<file path="src/rtl/scb_pkg.sv">
package scb_pkg;

    localparam logic [31:0] OFS_MISC     = 32'h000;
    localparam logic [31:0] OFS_PERIPH   = 32'h010;
    localparam logic [31:0] OFS_GATE_SET = 32'h040;
    localparam logic [31:0] OFS_GATE_CLR = 32'h044;
    localparam logic [31:0] OFS_RST_SET  = 32'h090;
    localparam logic [31:0] OFS_RST_CLR  = 32'h094;
    localparam logic [31:0] OFS_ISO_OFF  = 32'h148;

    typedef struct packed {
        logic misc;
        logic periph;
        logic gate_set;
        logic gate_clr;
        logic rst_set;
        logic rst_clr;
        logic iso_off;
    } sel_t;

    function automatic sel_t decode(input logic [31:0] addr);
        sel_t s;
        s.misc     = (addr == OFS_MISC);
        s.periph   = (addr == OFS_PERIPH);
        s.gate_set = (addr == OFS_GATE_SET);
        s.gate_clr = (addr == OFS_GATE_CLR);
        s.rst_set  = (addr == OFS_RST_SET);
        s.rst_clr  = (addr == OFS_RST_CLR);
        s.iso_off  = (addr == OFS_ISO_OFF);
        return s;
    endfunction

endpackage

</file>
<file path="src/rtl/scb_setclr.sv">
module scb_setclr #(
    parameter int unsigned W       = 8,
    parameter logic [W-1:0] RST_VAL = '0
) (
    input  logic         clk,
    input  logic         rst_n,
    input  logic         set_stb,
    input  logic         clr_stb,
    input  logic [W-1:0] bits,
    output logic [W-1:0] state
);
    logic [W-1:0] state_d, state_q;

    always_comb begin
        state_d = state_q;
        if (set_stb) state_d = state_d | bits;
        if (clr_stb) state_d = state_d & ~bits;
    end

    always_ff @(posedge clk) begin
        if (!rst_n) state_q <= RST_VAL;
        else        state_q <= state_d;
    end

    assign state = state_q;
endmodule

</file>
<file path="src/rtl/scb_maskwr.sv">
module scb_maskwr #(
    parameter int unsigned W = 16
) (
    input  logic         clk,
    input  logic         rst_n,
    input  logic         wr_stb,
    input  logic [W-1:0] mask,
    input  logic [W-1:0] data,
    output logic [W-1:0] state
);
    logic [W-1:0] state_d, state_q;

    always_comb begin
        state_d = state_q;
        if (wr_stb) state_d = (state_q & ~mask) | (data & mask);
    end

    always_ff @(posedge clk) begin
        if (!rst_n) state_q <= '0;
        else        state_q <= state_d;
    end

    assign state = state_q;
endmodule

</file>
<file path="src/rtl/scb_rdmux.sv">
module scb_rdmux #(
    parameter int unsigned DATA_W = 32,
    parameter int unsigned GATE_W = 8,
    parameter int unsigned RST_W  = 8,
    parameter int unsigned ISO_W  = 32,
    localparam int unsigned HALF_W = DATA_W / 2
) (
    input  scb_pkg::sel_t      sel,
    input  logic [GATE_W-1:0]  gate,
    input  logic [RST_W-1:0]   rst,
    input  logic [ISO_W-1:0]   iso,
    input  logic [HALF_W-1:0]  periph,
    input  logic [DATA_W-1:0]  misc,
    output logic [DATA_W-1:0]  rdata
);
    always_comb begin
        rdata = '0;
        if (sel.gate_set || sel.gate_clr) rdata[GATE_W-1:0] = gate;
        else if (sel.rst_set || sel.rst_clr) rdata[RST_W-1:0] = rst;
        else if (sel.iso_off) rdata[ISO_W-1:0] = iso;
        else if (sel.periph) rdata[HALF_W-1:0] = periph;
        else if (sel.misc) rdata = misc;
    end
endmodule

</file>
<file path="src/rtl/setclr_ctrl_bank.sv">
module setclr_ctrl_bank #(
    parameter int unsigned ADDR_W = 12,
    parameter int unsigned DATA_W = 32,
    parameter int unsigned GATE_W = 8,
    parameter int unsigned RST_W  = 8,
    parameter int unsigned ISO_W  = 32
) (
    input  logic                clk,
    input  logic                rst_n,
    input  logic                req_valid,
    input  logic                req_write,
    input  logic [ADDR_W-1:0]   req_addr,
    input  logic [DATA_W-1:0]   req_wdata,
    output logic [DATA_W-1:0]   rsp_rdata,
    output logic [GATE_W-1:0]   gate_en,
    output logic [RST_W-1:0]    rst_on,
    output logic [ISO_W-1:0]    iso_on,
    output logic [DATA_W/2-1:0] periph_ctrl,
    output logic [DATA_W-1:0]   misc_ctrl
);
    import scb_pkg::*;

    localparam int unsigned HALF_W = DATA_W / 2;

    typedef struct packed {
        logic [DATA_W-1:0] misc;
        logic [DATA_W-1:0] rdata;
    } regs_t;

    regs_t r_d, r_q;

    logic [31:0]       addr_ext;
    sel_t              sel;
    logic              wr, rd;
    logic [DATA_W-1:0] mux_data;

    assign addr_ext = {{(32-ADDR_W){1'b0}}, req_addr};
    assign sel      = decode(addr_ext);
    assign wr       = req_valid &  req_write;
    assign rd       = req_valid & ~req_write;

    scb_setclr #(.W(GATE_W), .RST_VAL('0)) u_gate (
        .clk(clk), .rst_n(rst_n),
        .set_stb(wr & sel.gate_set), .clr_stb(wr & sel.gate_clr),
        .bits(req_wdata[GATE_W-1:0]), .state(gate_en)
    );

    scb_setclr #(.W(RST_W), .RST_VAL({RST_W{1'b1}})) u_rst (
        .clk(clk), .rst_n(rst_n),
        .set_stb(wr & sel.rst_set), .clr_stb(wr & sel.rst_clr),
        .bits(req_wdata[RST_W-1:0]), .state(rst_on)
    );

    scb_setclr #(.W(ISO_W), .RST_VAL({ISO_W{1'b1}})) u_iso (
        .clk(clk), .rst_n(rst_n),
        .set_stb(1'b0), .clr_stb(wr & sel.iso_off),
        .bits(req_wdata[ISO_W-1:0]), .state(iso_on)
    );

    scb_maskwr #(.W(HALF_W)) u_periph (
        .clk(clk), .rst_n(rst_n),
        .wr_stb(wr & sel.periph),
        .mask(req_wdata[DATA_W-1:HALF_W]), .data(req_wdata[HALF_W-1:0]),
        .state(periph_ctrl)
    );

    scb_rdmux #(.DATA_W(DATA_W), .GATE_W(GATE_W), .RST_W(RST_W), .ISO_W(ISO_W)) u_rdmux (
        .sel(sel), .gate(gate_en), .rst(rst_on), .iso(iso_on),
        .periph(periph_ctrl), .misc(r_q.misc), .rdata(mux_data)
    );

    always_comb begin
        r_d = r_q;
        if (wr && sel.misc) r_d.misc  = req_wdata;
        if (rd)             r_d.rdata = mux_data;
    end

    always_ff @(posedge clk) begin
        if (!rst_n) r_q <= '0;
        else        r_q <= r_d;
    end

    assign misc_ctrl = r_q.misc;
    assign rsp_rdata = r_q.rdata;
endmodule

</file>
<file path="config.mk">
export PLATFORM = sky130hd
export DESIGN_NAME = setclr_ctrl_bank
export DESIGN_NICKNAME = d
export VERILOG_FILES = /design/src/rtl/scb_pkg.sv /design/src/rtl/scb_setclr.sv /design/src/rtl/scb_maskwr.sv /design/src/rtl/scb_rdmux.sv /design/src/rtl/setclr_ctrl_bank.sv
export SDC_FILE = /design/constraint.sdc
export NUM_CORES = 1
export LEC_CHECK = 0
export ABC_AREA = 1
export ABC_CLOCK_PERIOD_IN_PS = 1500
export BUFFER_PORTS_ARGS = -buffer_cell sky130_fd_sc_hd__buf_2
export CAP_MARGIN = 30
export CELL_PAD_IN_SITES_DETAIL_PLACEMENT = 0
export CELL_PAD_IN_SITES_GLOBAL_PLACEMENT = 1
export CORE_UTILIZATION = 36
export DETAILED_ROUTE_END_ITERATION = 6
export PLACE_DENSITY_LB_ADDON = 0.1
export RECOVER_POWER = 100
export SKIP_CTS_REPAIR_TIMING = 1
export SLEW_MARGIN = 20
export SYNTH_ARGS = -nofsm -noshare
export SYNTH_HDL_FRONTEND = slang
export SYNTH_SLANG_ARGS = --single-unit
</file>
<file path="constraint.sdc">
create_clock -name clk -period 1.5 [get_ports clk]
set_input_delay 0.15 -clock clk [delete_from_list [all_inputs] [get_ports clk]]
set_output_delay 0.15 -clock clk [all_outputs]
set_load 0.02 [all_outputs]
</file>
---- After elaboration in Yosys (flattened, before gate mapping) ----
Index checks and enable logic that the tools add are counted.
Widths: inputs -> output; s select.
storage, ports and cells
  word-level logic and storage cells ...... 48
  input bits .............................. 48
  flip-flop bits (word level) ............. 128
  output and inout bits ................... 128
cells by class
  reduce and logical (&&, ||, !) cells .... 4
  bitwise operators ....................... 20
  equality and inequality tests ........... 6
  muxes and demuxes ....................... 12
operators by type and width
  operator             count
  $mux 32              2
  $mux 24              2
  $mux 8               6
  $and 16x16->16       2
  $and 32x32->32       1
  $logic_not 32->1     1
  $mux 16              2
  $not 32->32          1
  $eq 12x7->1 const B  2
  $eq 12x8->1 const B  2
  $and 8x8->8          2
  $not 16->16          1
  $or 16x16->16        1
  $or 8x8->8           2
  $eq 12x5->1 const B  1
  $eq 12x9->1 const B  1
  $and 1x1->1          8
  $not 8->8            1
  $logic_or 1x1->1     2
  $logic_and 1x1->1    1
  $not 1->1            1

---- Logic depth before layout (Yosys ltp) ----
Gate-level depths: netlist (run 1).
  depth after elaboration ................. 6
  gate-level depth with buffers ........... 11
  gate-level depth less buffers ........... 10

---- By module ----
From an unflattened synthesis (run 1), not the netlist that was laid out.
unflattened totals
  cells, all modules ...................... 1,085
  area, all modules ....................... 6,665.1 um^2
by module, submodules not included
  module               instances  cells an instance  area an instance (um^2)
  setclr_ctrl_bank     1          457                2,956.6
  scb_setclr (u_iso)   1          233                1,422.6
  scb_rdmux            1          177                880.8
  scb_maskwr           1          116                745.7
  scb_setclr (u_rst)   1          59                 354.1
  scb_setclr (u_gate)  1          43                 305.3

---- Worst setup path after synthesis (run 1) ----
Ideal clock, no wire load.
  path kind ............................... input to register
  start point ............................. input port req_addr[3]
  end point ............................... register with a tool-made name
  stages on the path ...................... 9
  slack ................................... 0.206 ns
  data arrival time ....................... 1.166 ns
  required time ........................... 1.372 ns
  path buffers ............................ 2
  path through ............................ nor2_2 > nand2_4 > nor2_8 > and2_4 > buf_8 > buf_12 > nand3_2 > a21oi_1 > nor2_1
RTL lines
  what             line                    source
  start, declared  setclr_ctrl_bank.sv:12  input logic [ADDR_W-1:0] req_addr,

---- Worst setup path in the final report (run 1) ----
  start point ............................. register u_iso.state_q[4] (netlist: u_iso.state[4])
  end point ............................... output port iso_on[4]
RTL lines
  what                    line                    source
  start, declared         scb_setclr.sv:12        logic [W-1:0] state_d, state_q;
  start signal, assigned  scb_setclr.sv:22        else state_q <= state_d;
  end, declared           setclr_ctrl_bank.sv:17  output logic [ISO_W-1:0] iso_on,
No word-level cell between the ends.

==> results_dict.tcl, run 1 <==
set metrics [dict create \
    p_sw_frac 0.209 \
    synth_nets 812 \
    dieArea_um2 16000 \
    dpl.cell_count 1112 \
    cp_cell_sequence "clkbuf_1" \
    route.detailed.drc 0 \
    yosys.cell_types.count 31 \
    peakVddDrop_uv 839 \
    leakagePower_nw 2.99 \
    slowest_stage "dfxtp_1" \
    synth-edff-count 0 \
    coreArea_um2 15200 \
    start_util 0.368 \
    final_cell_count_no_fill 1144 \
    switchingPower_mw 1.74 \
    powerDensity_nw_per_um2 1150 \
    grt_setup_unrepaired "false" \
    overflow 0 \
    startpoint "u_iso.state[4]" \
    path_max_fanout 3 \
    grt_max_degree 53 \
    final_nets 991 \
    intPower_mw 6.57 \
    wire_per_inst_um 15.5 \
    slew_headroom 0.665 \
    rows 45 \
    maxCapViolations 0 \
    drv_slew 0 \
    area_growth_pct 29.0 \
    power_frac_comb 0.039 \
    endpoint_kind "output pin" \
    hold_viol 0 \
    whs_ns 0.0223 \
    drtIter0Drc 307 \
    cp.arrival_ns 1.12 \
    dp_hpwl_um 12900 \
    htree_levels 4 \
    cp.required_ns 1.35 \
    finalWeightedCongestion 0.863 \
    clk_latency_ns 0.42 \
    io_pins 176 \
    start_kind "flop" \
    p_clk_frac 0.551 \
    die_h_um 127 \
    grt_util_all_layers 0.223 \
    cp_top_family "flip-flops" \
    grt_pass1_wl_um 27100 \
    fp.dieW_um 127 \
    r2r_start "u_iso.state[4]" \
    num_antenna_cells 0 \
    slowest_delay_ns 0.44 \
    wl_um 17700 \
    skew_ns 0.00614 \
    holdCritPathClass "in -> reg" \
    yosysSeqAreaShare 0.458 \
    yosysWarnings 0 \
    finalPower_mw 8.31 \
    dr.pass1.iters 5 \
    clockBufferDepth 2 \
    drive_above_1_share 0.143 \
    synth_area_um2 5600 \
    post-place-ws_ns -0.0977 \
    clk_pin_slew_ns 0.06 \
    min_from "req_wdata[3]" \
    min_period_ns 1.27 \
    avgSynthCellArea_um2 7.32 \
    dr_total_vias 5543 \
    viasPerCell 4.85 \
    grt_pass1_vias 5084 \
    critPathKind "reg -> out" \
    tritoncts "yes" \
    cts_buffers 17 \
    tightest_slew_ns 0.502 \
    outcome "completed" \
    async_flop_share 0 \
    antenna_found_initial 0 \
    cts_root_buf "clkbuf_16" \
    finalCritPeriodShare 0.848 \
    ys_ff_latch 128 \
    worst-path-buf-inv 1 \
    post-route-util 0.475 \
    cts_sinks 128 \
    finalSetupViolations 0 \
    worst_slack_ns 0.228 \
    synthCells 764 \
    power_frac_seq 0.409 \
    drtAntennaViolNets 0 \
    fmax_mhz 786 \
    synth_flop_cell "dfxtp_1" \
    numPortBuffers 175 \
]
-- power groups by stage --
| stage | registers [mW] | logic (mW) | clock network (mW) |
|---|---|---|---|
| floorplan | 3.48 | 0.168 | 0 |
| global placement | 3.47 | 0.333 | 0 |
| detailed placement | 3.47 | 0.338 | 0 |
| CTS | 3.40 | 0.339 | 4.65 |
| global route | 3.40 | 0.360 | 4.81 |
| finish | 3.40 | 0.327 | 4.58 |
-- synth_stat cells, drive strengths merged (2+ instances only) --
cell type  number  area (µm²)
o211ai          8        80.1
clkbuf         29         116
a21oi          80         415
buf            12         108
and2            2        15.0
nand2         174         693
o21ai          88         440
nor2           95         415
nand3          50         348
o22ai           8        50.1
dfxtp         128        2560
inv            88         333
-- tightest hold or removal path, cell delays in order --
cell and delay [ns]:
buf_2 0.09, o21ai_0 0.07, a21oi_1 0.10
-- through the flow --
step	cell area (µm²)	setup TNS, ns
floorplan	5600	0
global placement	6820	-0.397
detailed placement	6820	-1.67
CTS	7480	0
global route	7220	0
finish	7220	0
-- cell type report --
cell class	instances	area (µm²)
clock inverter	10	181
sequential	128	2560
multi-input combinational	507	2400
fill	1590	7980
tap	188	235
clock buffer	22	474
timing repair buffer	201	1030
inverter	88	332
-- cell usage in the layout (no fill, tap or decap), types with 3 or more instances in the layout --
cell,instances
nand2_1,161
clkbuf_1,130
dfxtp_1,128
nor2_1,89
inv_1,85
o21ai_0,83
a21oi_1,78
buf_2,47
nand3_1,44
clkbuf_16,17
buf_4,14
nand2_2,12
buf_12,10
o22ai_1,8
o211ai_1,5
o21ai_1,5
nand3_2,5
bufinv_16,5
nor2_8,3
o211ai_2,3
clkbuf_8,3
clkinv_2,3
-- routing by layer --
| metal | up-vias | share of wire | GRT usage |
|---|---|---|---|
| met5 | - | 0 | 0 |
| met4 | 0 | 0.021 | 0.0973 |
| met3 | 24 | 0.053 | 0.0447 |
| met2 | 176 | 0.47 | 0.375 |
| met1 | 2531 | 0.45 | 0.278 |
| li1 | 2812 | - | - |
-- cell families after synthesis --
kind of cell,Yosys count,synth area share
buf+inv,129,0.0995
compound gates,184,0.176
flops,128,0.458
simple gates,323,0.266
-- worst paths after layout --
check	endpoint	slack (ns)	depth (start not counted)
max	iso_on[4]	0.23	1
min	misc_ctrl[3]	0.02	3
max reg2reg	rsp_rdata[4]	0.52	6
min reg2reg	rsp_rdata[25]	0.46	2
No activity file was read; power rests on OpenSTA's default activity.
==> inputs of run 2 (changes only) <==
Settings changed: ABC_CLOCK_PERIOD_IN_PS 1500 to 1100, CORE_UTILIZATION 36 to 32.
Clock period 1.5 ns to 1.1 ns, I/O delays scaled along.
==> results_dict.tcl, run 2 (synthesis gave the netlist of run 1 again) <==
set metrics [dict create \
    outcome "finished with violations" \
    violations "hold timing, setup timing" \
    drive_above_1_share 0.379 \
    endpoint_kind "flop" \
    p_clk_frac 0.533 \
    peakVddDrop_uv 1080 \
    hold_viol 2 \
    final_area_um2 8120 \
    wire_per_inst_um 15.7 \
    cpMostUsedCell "nand2_1" \
    die_h_um 134 \
    slowest_delay_ns 0.28 \
    grt_pass1_vias 5279 \
    final.setup.tns_ns -0.00851 \
    dr_total_vias 5684 \
    power_frac_seq 0.417 \
    mostFrequentLayoutCell "nand2_1" \
    drtAntennaViolNets 0 \
    num_antenna_cells 0 \
    cts_sinks 128 \
    switchingPower_mw 2.52 \
    drtIter0Drc 292 \
    intPower_mw 8.61 \
    multi_input_comb_area_um2 2660 \
    grt_setup_unrepaired "true" \
    cp.arrival_ns 1.45 \
    min_period_ns 1.11 \
    dr.pass1.iters 4 \
    clk_pin_slew_ns 0.06 \
    viasPerCell 4.72 \
    slowest_stage "or2_4" \
    critPathKind "in -> reg" \
    powerDensity_nw_per_um2 1370 \
    coreArea_um2 16800 \
    dieArea_um2 18000 \
    cp_cell_sequence "buf_6, or2_4, nor2_8, and2_4, buf_12, nand2_1, o211ai_1, nand2_1, a21oi_1" \
    holdCritPathClass "in -> reg" \
    whs_ns -0.00539 \
    p_sw_frac 0.227 \
    htree_levels 4 \
    nFillCells 1744 \
    slew_headroom 0.790 \
    register_area_um2 2610 \
    route.detailed.drc 0 \
    worst_slack_ns -0.00851 \
    overflow 0 \
    clk_latency_ns 0.41 \
    post-place-ws_ns -0.453 \
    dpl_cell_area_um2 7030 \
    start_util 0.333 \
    tritoncts "yes" \
    cts_buffers 17 \
    finalCritPeriodShare 1.01 \
    antenna_found_initial 0 \
    grt_util_all_layers 0.207 \
    rows 47 \
    grt_pass1_wl_um 28300 \
    skew_ns 0.00660 \
    cts_root_buf "clkbuf_16" \
    numPortBuffers 175 \
    mostFrequentLayoutCells "nand2_1, buf_2, dfxtp_1, buf_4, inv_1" \
    finalSetupViolations 1 \
    wl_um 18900 \
    maxCapViolations 0 \
    power_frac_comb 0.050 \
    final_nets 1019 \
    leakagePower_nw 3.65 \
    finalWeightedCongestion 0.885 \
    start_kind "primary input" \
    area_growth_pct 45.2 \
    path_max_fanout 6 \
    grt_max_degree 45 \
    clockBufferDepth 2 \
    fmax_mhz 902 \
    drv_slew 0 \
    io_pins 176 \
    cp.required_ns 1.44 \
    dp_hpwl_um 13700 \
    fp.dieW_um 134 \
    tightest_slew_ns 0.315 \
]
## run 2: changes by cell type in the layout (fill, tap and decap cells not counted), sizes merged
cell / previous run / this run
clkinv: 4 / 6
bufinv: 5 / 4
clkbuf: 152 / 19
nor2: 95 / 96
inv: 87 / 89
clkinvlp: 2 / 4
buf: 71 / 226
## run 2: layout make-up
type,instances,area share
multi-input cells,508,0.327
well taps,220,0.0339
inverters,88,0.0413
flip-flops and latches,128,0.321
clock inverters,15,0.0237
repair buffers,228,0.201
clock buffers,17,0.0524
## run 2: routing by layer
layer / global-route usage / vias to the layer above / routed length, µm
met3: 0.0510 / 16 / 1050
met4: 0.0749 / 0 / 272
li1: - / 2862 / -
met1: 0.261 / 2647 / 8480
met5: 0 / - / 0
met2: 0.342 / 159 / 9060
## run 2: through the flow
stage               hold slack (ns)  total power, mW  std cells  utilization
floorplan                     0.266             4.97        764            -
global placement              0.401             5.26       1162        0.418
detailed placement            0.418             5.26       1162        0.418
CTS                         -0.0229             11.2       1194        0.455
global route                0.00429             11.5       1204        0.483
finish                     -0.00539             11.1       1204        0.483
## run 2: power by group through the flow
stage | Clock [mW] | Sequential [mW] | Combinational, mW
after floorplan | 0 | 4.74 | 0.234
after global routing | 6.28 | 4.63 | 0.612
after CTS | 6.04 | 4.64 | 0.523
after detailed placement | 0 | 4.74 | 0.522
after global placement | 0 | 4.74 | 0.517
final | 5.93 | 4.64 | 0.562
## run 2: worst paths after layout
kind / from / end / slack, ns / cells past startpoint
hold reg to reg: misc_ctrl[30] / misc_ctrl[30] / 0.46 / 2
hold / removal: req_wdata[5] / misc_ctrl[5] / -0.005 / 3
setup reg to reg: flop / rsp_rdata[0] / 0.06 / 7
setup / recovery: req_addr[8] / rsp_rdata[8] / -0.009 / 9
## run 2: worst max-delay path, delay by kind of cell
| family | cells | cell delay [ns] |
|---|---|---|
| buffers and inverters | 2 | 0.22 |
| and+or+nand+nor | 5 | 0.86 |
| AOI/OAI and AO/OA | 2 | 0.26 |
